<file path="src/rtl/retx_pkg.sv">
`timescale 1ns/1ps
// Package: shared encodings for the retention expiry monitor.
// Assumes: nothing beyond standard SystemVerilog.
package retx_pkg;
    // Kind of service asked of the cache controller for an expired line.
    typedef enum logic {
        SVC_INVALIDATE = 1'b0,
        SVC_WRITEBACK  = 1'b1
    } svc_kind_e;
endpackage

</file>
<file path="src/rtl/retx_tick_edge.sv">
`timescale 1ns/1ps
// Module: retx_tick_edge
// Turns the level monitor tick into a single-cycle advance pulse on its
// rising edge, so a tick held high for many clocks counts once.
// Assumes: tick_i is already synchronous to clk.
module retx_tick_edge (
    input  logic clk,
    input  logic rst_n,
    input  logic tick_i,
    output logic rise_o
);
    logic tick_q;

    // Remember last cycle's tick level.
    always_ff @(posedge clk) begin
        if (!rst_n) tick_q <= 1'b0;
        else        tick_q <= tick_i;
    end

    // Pulse when the tick is high now but was low before.
    always_comb rise_o = tick_i && !tick_q;

    p_single_pulse_r2: assert property (@(posedge clk) disable iff (!rst_n)
        rise_o |=> !rise_o);
endmodule

</file>
<file path="src/rtl/retx_line_counter.sv">
`timescale 1ns/1ps
// Module: retx_line_counter
// Retention age counter for one cache line. Moves from state 0 to state
// STATES-1 by one step per advance pulse and saturates there. Any restart
// (write or invalidate), retirement (acknowledged expiry) or an invalid
// line forces state 0. Expiry is reported while valid and saturated.
// Assumes: STATES >= 2; adv_i is a single-cycle pulse.
module retx_line_counter #(
    parameter int STATES = 10
) (
    input  logic clk,
    input  logic rst_n,
    input  logic adv_i,
    input  logic valid_i,
    input  logic restart_i,
    input  logic retire_i,
    output logic expired_o
);
    localparam int CW = (STATES > 2) ? $clog2(STATES) : 1;
    localparam logic [CW-1:0] LAST = CW'(STATES - 1);

    logic [CW-1:0] cnt_q;
    logic          clear;

    // Any reason that sends the line back to state 0.
    always_comb clear = !valid_i || restart_i || retire_i;

    // Age the line, saturating at the last state.
    always_ff @(posedge clk) begin
        if (!rst_n)                    cnt_q <= '0;
        else if (clear)                cnt_q <= '0;
        else if (adv_i && cnt_q != LAST) cnt_q <= cnt_q + 1'b1;
    end

    // Flag expiry only for a resident line in its final state.
    always_comb expired_o = valid_i && (cnt_q == LAST);

    p_no_overflow_r4: assert property (@(posedge clk) disable iff (!rst_n)
        cnt_q <= LAST);
    p_hold_at_last_r4: assert property (@(posedge clk) disable iff (!rst_n)
        (expired_o && !restart_i && !retire_i) |=> (cnt_q == LAST));
    p_restart_zero_r3: assert property (@(posedge clk) disable iff (!rst_n)
        restart_i |=> (cnt_q == '0));
    p_invalid_zero_r5: assert property (@(posedge clk) disable iff (!rst_n)
        !valid_i |=> (cnt_q == '0));
    p_idle_stable_r2: assert property (@(posedge clk) disable iff (!rst_n)
        (!adv_i && !clear) |=> $stable(cnt_q));
    p_one_step_r2: assert property (@(posedge clk) disable iff (!rst_n)
        (adv_i && !clear && cnt_q != LAST) |=> (cnt_q == $past(cnt_q) + 1'b1));
endmodule

</file>
<file path="src/rtl/retx_lowest_pick.sv">
`timescale 1ns/1ps
// Module: retx_lowest_pick
// Fixed-priority selector: finds the lowest-numbered asserted request and
// returns its index plus a one-hot grant.
// Assumes: LINES >= 2; clk and rst_n serve only the checks below.
module retx_lowest_pick #(
    parameter int LINES = 64
) (
    input  logic                     clk,
    input  logic                     rst_n,
    input  logic [LINES-1:0]         req_i,
    output logic                     any_o,
    output logic [$clog2(LINES)-1:0] idx_o,
    output logic [LINES-1:0]         grant_o
);
    localparam int IW = $clog2(LINES);

    // Scan from the top so the lowest asserted index wins last.
    always_comb begin
        idx_o = '0;
        for (int i = LINES - 1; i >= 0; i--) begin
            if (req_i[i]) idx_o = IW'(i);
        end
        any_o   = |req_i;
        grant_o = any_o ? (LINES'(1) << idx_o) : '0;
    end

    p_grant_onehot_r6: assert property (@(posedge clk) disable iff (!rst_n)
        $onehot0(grant_o));
    p_pick_real_r6: assert property (@(posedge clk) disable iff (!rst_n)
        any_o |-> req_i[idx_o]);
    p_pick_lowest_r6: assert property (@(posedge clk) disable iff (!rst_n)
        any_o |-> ((req_i & ((LINES'(1) << idx_o) - LINES'(1))) == '0));
endmodule

</file>
<file path="src/rtl/retention_expiry_monitor.sv">
`timescale 1ns/1ps
// Module: retention_expiry_monitor
// One retention age counter per cache line, advanced by the monitor tick.
// Expired lines are presented to the cache controller one at a time,
// lowest index first, as writeback (dirty) or invalidate (clean) requests.
// An acknowledge retires the presented line by restarting its counter.
// Assumes: the controller clears valid_i after retiring a line, LINES >= 2,
// STATES >= 2, and req_ack_i refers to the line presented in the same cycle.
module retention_expiry_monitor #(
    parameter int LINES  = 64,
    parameter int STATES = 10
) (
    input  logic                     clk,
    input  logic                     rst_n,
    input  logic                     tick_i,
    input  logic [LINES-1:0]         valid_i,
    input  logic [LINES-1:0]         dirty_i,
    input  logic [LINES-1:0]         wr_evt_i,
    input  logic [LINES-1:0]         inv_evt_i,
    output logic                     req_valid_o,
    output logic [$clog2(LINES)-1:0] req_line_o,
    output logic                     req_wb_o,
    input  logic                     req_ack_i,
    output logic [LINES-1:0]         expired_o
);
    import retx_pkg::*;

    logic             adv;
    logic [LINES-1:0] grant;
    svc_kind_e        kind;

    retx_tick_edge i_edge (
        .clk    (clk),
        .rst_n  (rst_n),
        .tick_i (tick_i),
        .rise_o (adv)
    );

    for (genvar g = 0; g < LINES; g++) begin : g_line
        retx_line_counter #(.STATES(STATES)) i_cnt (
            .clk       (clk),
            .rst_n     (rst_n),
            .adv_i     (adv),
            .valid_i   (valid_i[g]),
            .restart_i (wr_evt_i[g] || inv_evt_i[g]),
            .retire_i  (grant[g] && req_ack_i),
            .expired_o (expired_o[g])
        );
    end

    retx_lowest_pick #(.LINES(LINES)) i_pick (
        .clk     (clk),
        .rst_n   (rst_n),
        .req_i   (expired_o),
        .any_o   (req_valid_o),
        .idx_o   (req_line_o),
        .grant_o (grant)
    );

    // Choose the service kind from the presented line's dirty bit.
    always_comb begin
        kind     = dirty_i[req_line_o] ? SVC_WRITEBACK : SVC_INVALIDATE;
        req_wb_o = req_valid_o && (kind == SVC_WRITEBACK);
    end

    p_ack_retires_r8: assert property (@(posedge clk) disable iff (!rst_n)
        (req_valid_o && req_ack_i) |=> !expired_o[$past(req_line_o)]);
    p_req_iff_expired_r6: assert property (@(posedge clk) disable iff (!rst_n)
        req_valid_o == (expired_o != '0));
    p_no_expiry_after_reset_r1: assert property (@(posedge clk)
        $rose(rst_n) |-> (expired_o == '0));
endmodule

</file>
<file path="config.mk">
export PLATFORM = sky130hd
export DESIGN_NAME = retention_expiry_monitor
export DESIGN_NICKNAME = d
export VERILOG_FILES = /design/src/rtl/retx_pkg.sv /design/src/rtl/retx_tick_edge.sv /design/src/rtl/retx_line_counter.sv /design/src/rtl/retx_lowest_pick.sv /design/src/rtl/retention_expiry_monitor.sv
export SDC_FILE = /design/constraint.sdc
export NUM_CORES = 1
export LEC_CHECK = 0
export ABC_AREA = 1
export BUFFER_PORTS_ARGS = -buffer_cell sky130_fd_sc_hd__clkbuf_2
export CAP_MARGIN = 20
export CORE_MARGIN = 2
export CORE_UTILIZATION = 55
export CTS_CLUSTER_SIZE = 28
export DETAILED_ROUTE_END_ITERATION = 8
export PLACE_DENSITY = 0.81
export SYNTH_ARGS = -nofsm -noshare
export SYNTH_HDL_FRONTEND = slang
export SYNTH_SLANG_ARGS = --single-unit
</file>
<file path="constraint.sdc">
create_clock -name clk -period 6.45 [get_ports clk]
set_input_delay 0.645 -clock clk [delete_from_list [all_inputs] [get_ports clk]]
set_output_delay 0.645 -clock clk [all_outputs]
set_load 0.02 [all_outputs]
</file>
==> flow_summary.toml <==
[cts]
cts_buffers = 28
cts_num_sinks = 257
path_clk_slew_ns = 0.06
cts_tree = "yes"
root_buffer = "clkbuf_16"
clk_latency_ns = 0.55
htree_levels = 1
cts.path.max_buffers = 3

[synth]
netlist_area_um2 = 15800
synth_mux_area_share_pct = 0
syn-num-nets = 2563
ys_ff_latch = 257
netlist_top_cells_count = "nor2_1 (414), nand2_1 (308), inv_1 (282), dfxtp_1 (257), xor2_1 (144)"
netlist_instances = 2175
synth_edf_count = 0
synth_top_family_by_area = "simple AND/OR/NAND/NOR gates"
yosys.area_share.simple_pct = 31.3
synth.top_cell.area_share_pct = 32.5
synth_compound_area_share_pct = 6.58
ys_warn_count = 0
yosysTopAreaCell = "dfxtp_1"
yosysMostFrequentCell = "nor2_1"
ys.flop_type = "dfxtp_1"
seq_area_frac_synth_pct = 32.5
syn_avg_cell_area_um2 = 7.28
synthAdderAreaFrac_pct = 10.1
synth-xor-area-share_pct = 8.74
ys_async_sr_fraction_pct = 0
synthDistinctLibCells = 44
yosys-top-cells-area = "dfxtp_1 (32%), ha_1 (10%), nor2_1 (9.8%)"

[detailed_routing]
wire_per_inst_um = 15.9
wl_mm = 45.5
viasPerCell = 5.31
drc = 0
final_antenna_net_count = 0
vias = 15200
drt_iter0_drc = 1127
firstDrtPassIters = 5

[critical_path]
crit_top_cell = "nand2_1"
worstReg2RegEnd = "g_line[1].i_cnt.cnt_q[3]"
crit_type = "flop to primary output"
crit_path_top_delay_cell = "dfxtp_2"
r2r_cells = 74
cp.required_ns = 5.80
r2r_slack_ns = 0.73
regToRegStartpoint = "g_line[63].i_cnt.cnt_q[1]"
end_kind = "primary output"
cp_max_fo = 16
cp_num_buf_inv = 3
arrival_ns = 5.90
critPathTopFamily = "simple AND/OR/NAND/NOR gates"
cp-start-kind = "flop"
cpPeakStageDelay_ns = 0.33

[floorplanning]
die_height_um = 174
ios = 332
die-area_um2 = 30200
die_x_um = 174
coreArea_um2 = 28500
num_rows = 62
start_util_pct = 55.5

[timing]
worst_clock_skew_ns = 0.0163
fmax_mhz = 153
finalHoldViolCount = 0
period_share_pct = 101
worst_slew_pin_slew_ns = 0.937
setup_violations = 1
worst_hold_slack_ns = 0.315
fin_ws_ns = -0.0909
rsz0062_at_grt = "true"
slew_headroom_pct = 37.5
finalCriticalPeriod_ns = 6.54
slew_violations = 0

[global_route]
antenna_found_initial = 2
grt_pass1_vias = 14500
grt_pass1_wl_mm = 71.6
grt_max_degree = 72
grt_util_all_layers_pct = 29.2
gr-total-overflow = 0

[layout]
syn_to_final_growth_pct = 17.4
nets = 2850
multi_input_area_um2 = 9090
fill_cells = 2497
drive_gt1_share_pct = 19.9
ff_latch_area_um2 = 5160

[place]
place_ws_ns = 0.244
gp_congestion = 0.968
port_buffers = 331
dp_hpwl_mm = 35.4

[outcome]
outcome = "finished, violations left"
violations = "negative setup slack"

[power]
power.density_nw_per_um2 = 187
p_leak_nw = 8.75
vdd_ir_drop_max_v = 0.000178

[min_path]
hold_path.class = "input pin to flop"
worstHoldEndpoint = "i_edge.tick_q"
worstHoldStart = "tick_i"
whs_path_depth = 3

[job]
drv_cap = 0
routing by layer:
| metal | wire length [um] | part of all wire [%] | global-route usage (%) |
|---|---|---|---|
| met5 | 0 | 0 | 0 |
| met4 | 2640 | 5.8 | 16.2 |
| met3 | 3000 | 6.6 | 3.90 |
| met2 | 21000 | 46 | 49.6 |
| met1 | 18900 | 41 | 35.9 |
cells by family after synthesis:
| family | count (synthesis) |
|---|---|
| DFF | 257 |
| buffers and inverters | 383 |
| AOI/OAI and AO/OA | 167 |
| adders and majority gates | 128 |
| and+or+nand+nor | 1082 |
| xor gates and xnor gates | 158 |
how the worst max path moves through the flow:
stage | start | end | slack, ns | depth (start not counted)
final | g_line[62].i_cnt.cnt_q[1] | req_wb_o | -0.09 | 74
after global routing | g_line[62].i_cnt.cnt_q[1] | req_wb_o | -0.82 | 74
after CTS | g_line[62].i_cnt.cnt_q[1] | req_wb_o | 0.01 | 74
after detailed placement | valid_i[62] | req_wb_o | 0.24 | 74
after global placement | valid_i[62] | req_wb_o | 0.23 | 74
after floorplan | valid_i[63] | req_wb_o | 1.29 | 73
per-stage QoR:
step | std cells | instance area (um2) | setup TNS (ns) | utilization [%] | total power [mW]
after CTS | 2860 | 18500 | 0 | 64.7 | 3.49
after detailed placement | 2805 | 17400 | 0 | 61.1 | 1.90
after floorplan | 2175 | 15800 | 0 | - | 1.77
after global placement | 2805 | 17400 | 0 | 61.1 | 1.89
final | 2868 | 18600 | -0.0909 | 65.1 | 3.48
after global routing | 2868 | 18600 | -0.823 | 65.1 | 3.59
where the power goes:
part           leakage [nW]  switching (mW)  total (mW)  internal, mW
sequential             2.08          0.0114        1.61          1.60
clock                 0.457           0.667        1.61         0.946
combinational          6.22           0.150       0.260         0.110
what timing repair did:
item	4_1_cts	5_1_grt
gates cloned	0	0
setup endpoints to repair	1	1
pin swaps	2	20
hold buffers	0	0
setup buffers	5	6
gates resized for setup	13	28
tightest hold or removal path: cells and delay by family:
| family | cells | cell delay (ns) |
|---|---|---|
| buf+inv | 2 | 0.14 |
| simple gates | 1 | 0.05 |
flip-flops by register name (all words and copies together), names as in the netlist:
register	count
i_edge.tick_q	1
g_line.i_cnt.cnt_q	256
cell usage in the layout, fill, tap and decap left out, types with 3 or more instances in the layout:
master	synthesis	layout
a31oi_1	16	16
xnor2_1	14	14
nand4_1	69	69
nor4_1	33	33
nand2_2	3	8
a21oi_1	56	55
inv_1	282	281
clkbuf_16	0	28
nand3_2	7	5
nor3_1	34	34
clkinv_2	0	6
nor2_4	1	3
dfxtp_1	257	250
nor2_2	3	6
clkbuf_1	16	5
xor2_1	144	144
nand3_1	107	107
dfxtp_2	0	5
or2_2	34	34
buf_6	2	3
a211oi_1	34	34
nor2_1	414	409
o21ai_2	9	9
o21ai_0	22	18
inv_2	4	5
ha_1	128	127
clkbuf_2	0	329
clkbuf_8	0	7
nand3b_1	59	59
buf_4	64	18
nand2_1	308	302
o21ai_1	17	21
nand2_8	1	4
final cells by class:
type / count / share of cell area, %
multi-input combinational: 1535 / 48.9
sequential: 257 / 27.8
timing repair buffer: 352 / 9.95
inverter: 288 / 5.82
clock buffer: 39 / 4.31
tap: 384 / 2.58
clock inverter: 11 / 0.660
antenna: 2 / 0.0269
Note: power is estimated with default switching activity, not from simulation.
